<file path="config.mk">
export PLATFORM = sky130hd
export DESIGN_NAME = cpu_doze_ctrl
export DESIGN_NICKNAME = d
export VERILOG_FILES = /design/src/rtl/doze_pkg.sv /design/src/rtl/doze_ratio_decode.sv /design/src/rtl/doze_enable_ctrl.sv /design/src/rtl/doze_phase_counter.sv /design/src/rtl/cpu_doze_ctrl.sv
export SDC_FILE = /design/constraint.sdc
export NUM_CORES = 1
export LEC_CHECK = 0
export BUFFER_PORTS_ARGS = -buffer_cell sky130_fd_sc_hd__buf_2
export CAP_MARGIN = 30
export CORE_UTILIZATION = 50
export DETAILED_ROUTE_END_ITERATION = 12
export GPL_ROUTABILITY_DRIVEN = 0
export PLACE_DENSITY = 0.8
export SLEW_MARGIN = 20
export SYNTH_ARGS = -nofsm -noshare
export SYNTH_HDL_FRONTEND = slang
export SYNTH_SLANG_ARGS = --single-unit
</file>
<file path="constraint.sdc">
create_clock -name clk -period 1.75 [get_ports clk]
set_input_delay 0.0875 -clock clk [delete_from_list [all_inputs] [get_ports clk]]
set_output_delay 0.0875 -clock clk [all_outputs]
set_load 0.03 [all_outputs]
</file>
<file path="src/rtl/doze_pkg.sv">
// Shared types for the doze controller.
// Assumes: at most one enable event wins per cycle; the winner is found by a fixed priority.
package doze_pkg;

    // The event that decides the next doze-enable value
    typedef enum logic [2:0] {
        DZ_EV_NONE    = 3'd0,
        DZ_EV_SW_SET  = 3'd1,
        DZ_EV_SW_CLR  = 3'd2,
        DZ_EV_ISR_CLR = 3'd3,
        DZ_EV_ISR_SET = 3'd4
    } doze_event_e;

endpackage

</file>
<file path="src/rtl/doze_ratio_decode.sv">
// Registers the ratio code and turns it into a wrap mask for the phase counter.
// Code k gives a mask with bits 0..k set, so the period is 2^(k+1).
// Assumes: CNT_W >= 2**RATIO_W, so the largest code still fits.
module doze_ratio_decode #(
    parameter int RATIO_W = 3,
    parameter int CNT_W   = 1 << RATIO_W
) (
    input  logic               clk,
    input  logic               rst_n,
    input  logic [RATIO_W-1:0] ratio_i,
    output logic [CNT_W-1:0]   mask_o,
    output logic               changed_o
);

    logic [RATIO_W-1:0] ratio_q;

    // Hold the ratio code that the counter currently uses
    always_ff @(posedge clk) begin
        if (!rst_n) begin
            ratio_q <= '0;
        end else begin
            ratio_q <= ratio_i;
        end
    end

    // A new code forces the counter to restart
    always_comb changed_o = (ratio_i != ratio_q);

    // Mask bit i is set when i <= code
    for (genvar i = 0; i < CNT_W; i++) begin : g_mask
        assign mask_o[i] = (32'(ratio_q) >= i);
    end

endmodule

</file>
<file path="src/rtl/doze_enable_ctrl.sv">
// Holds the doze-enable bit. Software writes come first, then a recovering ISR
// entry, then a re-arming ISR exit.
// Assumes: the ISR strobes are one cycle wide and synchronous to clk.
module doze_enable_ctrl
    import doze_pkg::*;
(
    input  logic clk,
    input  logic rst_n,
    input  logic sw_wr_i,
    input  logic sw_val_i,
    input  logic roi_i,
    input  logic doe_i,
    input  logic isr_enter_i,
    input  logic isr_exit_i,
    output logic doze_q_o
);

    doze_event_e ev;
    logic        doze_q;

    // Pick the single event that wins this cycle
    always_comb begin
        if (sw_wr_i)                   ev = sw_val_i ? DZ_EV_SW_SET : DZ_EV_SW_CLR;
        else if (isr_enter_i && roi_i) ev = DZ_EV_ISR_CLR;
        else if (isr_exit_i && doe_i)  ev = DZ_EV_ISR_SET;
        else                           ev = DZ_EV_NONE;
    end

    // Apply the winning event to the enable bit
    always_ff @(posedge clk) begin
        if (!rst_n) begin
            doze_q <= 1'b0;
        end else begin
            case (ev)
                DZ_EV_SW_SET, DZ_EV_ISR_SET: doze_q <= 1'b1;
                DZ_EV_SW_CLR, DZ_EV_ISR_CLR: doze_q <= 1'b0;
                default:                     doze_q <= doze_q;
            endcase
        end
    end

    assign doze_q_o = doze_q;

    assert_sw_write_R5: assert property (@(posedge clk) disable iff (!rst_n)
        sw_wr_i |=> (doze_q == $past(sw_val_i)));

    assert_roi_clears_R6: assert property (@(posedge clk) disable iff (!rst_n)
        (isr_enter_i && roi_i && !sw_wr_i) |=> !doze_q);

    assert_doe_sets_R8: assert property (@(posedge clk) disable iff (!rst_n)
        (isr_exit_i && doe_i && !sw_wr_i && !(isr_enter_i && roi_i)) |=> doze_q);

    // strobes without their control leave the bit alone
    assert_hold_R9: assert property (@(posedge clk) disable iff (!rst_n)
        (!sw_wr_i && !(isr_enter_i && roi_i) && !(isr_exit_i && doe_i)) |=> $stable(doze_q));

endmodule

</file>
<file path="src/rtl/doze_phase_counter.sv">
// Counts system clocks within a doze period and flags phase zero as the active cycle.
// Held at zero while doze is off, so every enable starts on an active cycle.
// Assumes: the mask has its set bits packed at the bottom and changes only with restart_i.
module doze_phase_counter #(
    parameter int CNT_W = 8
) (
    input  logic             clk,
    input  logic             rst_n,
    input  logic             run_i,
    input  logic             restart_i,
    input  logic [CNT_W-1:0] mask_i,
    output logic             tick_o
);

    logic [CNT_W-1:0] cnt_q;

    // Advance the phase and wrap at the mask; clear when idle or restarted
    always_ff @(posedge clk) begin
        if (!rst_n || !run_i || restart_i) begin
            cnt_q <= '0;
        end else if (cnt_q == mask_i) begin
            cnt_q <= '0;
        end else begin
            cnt_q <= cnt_q + 1'b1;
        end
    end

    always_comb tick_o = (cnt_q == '0);

    assert_wrap_R3: assert property (@(posedge clk) disable iff (!rst_n)
        (run_i && !restart_i && cnt_q == mask_i) |=> (cnt_q == '0));

    assert_step_R3: assert property (@(posedge clk) disable iff (!rst_n)
        (run_i && !restart_i && cnt_q != mask_i) |=> (cnt_q == CNT_W'($past(cnt_q) + 1'b1)));

    assert_idle_zero_R4: assert property (@(posedge clk) disable iff (!rst_n)
        !run_i |=> (cnt_q == '0));

    assert_restart_R10: assert property (@(posedge clk) disable iff (!rst_n)
        restart_i |=> tick_o);

endmodule

</file>
<file path="src/rtl/cpu_doze_ctrl.sv">
// Top of the doze controller. It gives the CPU one enabled clock out of every
// 2^(k+1) while doze is on, and an enable on every cycle while doze is off.
// Assumes: peripherals ignore cpu_clk_en and run on every clk.
module cpu_doze_ctrl #(
    parameter int RATIO_W = 3
) (
    input  logic               clk,
    input  logic               rst_n,
    input  logic [RATIO_W-1:0] ratio_sel,
    input  logic               sw_wr,
    input  logic               sw_doze_val,
    input  logic               roi_en,
    input  logic               doe_en,
    input  logic               isr_enter,
    input  logic               isr_exit,
    output logic               cpu_clk_en,
    output logic               doze_en
);

    localparam int CNT_W = 1 << RATIO_W;

    logic             doze_q;
    logic [CNT_W-1:0] mask;
    logic             ratio_changed;
    logic             tick;

    doze_enable_ctrl u_enable (
        .clk         (clk),
        .rst_n       (rst_n),
        .sw_wr_i     (sw_wr),
        .sw_val_i    (sw_doze_val),
        .roi_i       (roi_en),
        .doe_i       (doe_en),
        .isr_enter_i (isr_enter),
        .isr_exit_i  (isr_exit),
        .doze_q_o    (doze_q)
    );

    doze_ratio_decode #(
        .RATIO_W (RATIO_W),
        .CNT_W   (CNT_W)
    ) u_decode (
        .clk       (clk),
        .rst_n     (rst_n),
        .ratio_i   (ratio_sel),
        .mask_o    (mask),
        .changed_o (ratio_changed)
    );

    doze_phase_counter #(
        .CNT_W (CNT_W)
    ) u_counter (
        .clk       (clk),
        .rst_n     (rst_n),
        .run_i     (doze_q),
        .restart_i (ratio_changed),
        .mask_i    (mask),
        .tick_o    (tick)
    );

    // Full rate when doze is off, otherwise only on phase zero
    always_comb cpu_clk_en = !doze_q || tick;

    assign doze_en = doze_q;

    assert_full_rate_R2: assert property (@(posedge clk) disable iff (!rst_n)
        !doze_en |-> cpu_clk_en);

    assert_first_active_R4: assert property (@(posedge clk) disable iff (!rst_n)
        $rose(doze_en) |-> cpu_clk_en);

    assert_reset_state_R1: assert property (@(posedge clk)
        !rst_n |=> (!doze_en && cpu_clk_en));

endmodule

</file>
==> out/results.txt <==
Period minus WS final: 1.750 ns
Seq pwr share: 49.0%
Leakage: 0.3589 nW
Drc violations: 0
Area delta synth->final: 22.93%
Die W: 40.10 um
Post-synthesis sequential area ratio: 33.10%
Port bufs: 12
Crit share post-route: 100.0%
GRT met2 Usage: 43.55%
Largest net degree at the start of global routing: 12
Root buf cell: clkbuf_4
CTS tree: yes
Power, Total: 575.0 uW
Setup TNS: -0.00008193 ns
Clock latency on the worst-skew pair: 0.27 ns
WHS Path Cells: 2
Post-DP HPWL: 1170 um
CTS H-tree depth: 1
Routed WL: 1539 um
Post-Place Cell Area: 843.3 um2
Max-cap violation count: 0
Share of layout cells above drive strength 1: 32.29%
Power Internal: 439.5 uW
Status: finished, violations left
Net count after synthesis: 89
Mapped Area: 725.7 um2
RSZ-0062 raised after global routing: yes
Global routing met1 resource utilization: 27.89%
Worst IR Drop VDD: 0.4848 mV
Worst Path Arrival: 1.66 ns
Worst Hold Class: input port to flip-flop
CTS Buf Count: 3
Clock Power Share: 38.6%
Comb pwr share: 12.3%
Commonest non-fill, non-tap cell in the layout: dfxtp_1
Type of the worst setup path: flip-flop to output pin
Post-route insts no fill: 111
Cells after synthesis: 76
Overall Global Routing Usage: 24.48%
Layout Nets: 110
Avg Inst Size Synth: 9.549 um2
Ports: 13
Worst Setup Start Kind: flip-flop
Diodes inserted: 0
DR pass1 iterations: 4
Worst slew margin: 80.27%
Switching part of the total: 23.57%
PD cells: 644.6 nW/um2
Max-slew violations: 0
Crit end category: output pin
Min-delay src: ratio_sel[2]
Worst Tran Pin Value: 0.2957 ns
Final setup violation count: 1
Initial core utilization: 55.08%
Hold path endpoint: u_decode.ratio_q[2]
Dpl ws: 0.07555 ns
Switching power: 135.5 uW
Hold buffer count at CTS: 0
Global-route wire length before repair: 2553 um
Cell row count: 13
Worst R2R Path Depth: 4
Yosys warnings: 0
Met3 Usage GRT: 4.444%
Die area: 1608 um2
Number of synthesized register bits: 12
Setup WS post-layout: -0.00008193 ns
Clk slew on worst S/H paths: 0.08 ns
Max Freq: 0.5714 GHz
Routed WL per cell: 13.86 um
Via/cell ratio: 5.712
GR peak layer: met2
Worst-path fanout max: 2
Hold Vio Cnt, Final: 0
Reg2reg end: u_counter.cnt_q[4]
Sink Count: 12
Worst Skew: 0.001066 ns
Failing checks: setup timing
Worst R2R Setup Slack: 0.12 ns
Initial antenna violation count: 0
Commonest cells after routing, fill and taps aside: 12 x dfxtp_1, 11 x buf_2, 9 x buf_4
Placed cells: 107
Final instance area: 892.1 um2
ANT nets after route: 0
Required @ worst endpoint: 1.66 ns
Drt first-iter violations: 14
Die H: 40.10 um
Gr ovfl total: 0
Via count: 634
Synth cell types: 33
FF-to-FF Start: u_decode.ratio_q[1]
Longest Clk Path Bufs: 2
Core area: 1318 um2
Number of global-route vias before repair: 603
layer usage:
| layer | vias up | wire [um] |
|---|---|---|
| li1 | 327 | - |
| met1 | 290 | 692 |
| met2 | 15 | 786 |
| met3 | 2 | 40 |
| met4 | 0 | 20 |
| met5 | - | 0 |
area by class of cell:
class	count	area (um2)
sequential	12	240.2
inverter	5	18.77
multi-input combinational	55	455.4
timing repair buffer	20	122.6
tap	15	18.77
fill	99	425.4
clock buffer	4	36.28
flip-flops by register name, indices dropped and copies added, names as in the netlist:
register	count
u_decode.ratio_q	3
u_enable.doze_q_o	1
u_counter.cnt_q	8
per-stage QoR:
stage	util, %	hold WS, ns
2_1_floorplan	-	0.2092
3_3_place_gp	64.01	0.3231
3_5_place_dp	64.01	0.3255
4_1_cts	67.24	0.03861
5_1_grt	67.71	0.04384
6_report	67.71	0.04347
power groups by stage:
stage                     clock, mW  combinational [mW]  sequential, mW
after floorplan                   0              0.0412           0.293
after global placement            0              0.0659           0.289
after detailed placement          0              0.0678           0.288
after CTS                     0.225              0.0696           0.282
after global routing          0.238              0.0773           0.283
final                         0.222              0.0710           0.282
timing repair:
item / in CTS / in global routing
resized for setup: 2 / 1
endpoints found under the setup margin: 1 / 4
buffers inserted: 0 / 0
worst max path at each step:
stage / cells past startpoint / slack (ns) / end / from
final: 5 / -0.00008 / cpu_clk_en / u_counter.cnt_q[0]
after global routing: 5 / -0.05 / cpu_clk_en / u_counter.cnt_q[0]
after CTS: 5 / -0.007 / cpu_clk_en / u_counter.cnt_q[0]
after detailed placement: 5 / 0.08 / u_counter.cnt_q[4] / u_decode.ratio_q[2]
after global placement: 5 / 0.13 / cpu_clk_en / u_counter.cnt_q[0]
after floorplan: 4 / 0.10 / cpu_clk_en / u_counter.cnt_q[1]
worst max-delay path: stages (launching register included):
cell and delay (ns):
dfxtp_1 0.32, inv_1 0.06, ha_1 0.13, or4b_4 0.47, o41ai_4 0.21, buf_4 0.21
synth_stat cells, drive strengths merged:
cell type   n  area share (%)
buf         3             3.6
nor2b       1            0.86
a211oi      7             7.2
nand2       3             1.6
ha          2             3.4
nand3       5             3.4
nor4        1            0.86
a32oi       1             3.8
and3        2             1.9
xor2        7             8.4
or4b        1             1.4
o311a       1             1.6
o41ai       1             1.2
nand2b      1            0.86
o2111ai     2             2.4
nand3b      1             1.0
clkbuf      1             1.9
a2111o      1             1.6
inv         5             2.6
dfxtp      12              33
a22oi       1             1.0
nand4b      1             1.2
a21boi      1             1.0
nor2        1            0.52
and2        3             2.6
xnor2       3             3.6
or3         3             3.3
o21ai       1            0.69
a21oi       3             2.1
nor4b       1             1.2
cell families after synthesis:
family,synth area share (%)
compound gates,22.59
xor+xnor,12.07
fa+ha+maj,3.448
buf+inv,8.103
flops,33.10
simple gates,20.69
Note: power is estimated with default switching activity, not from simulation.
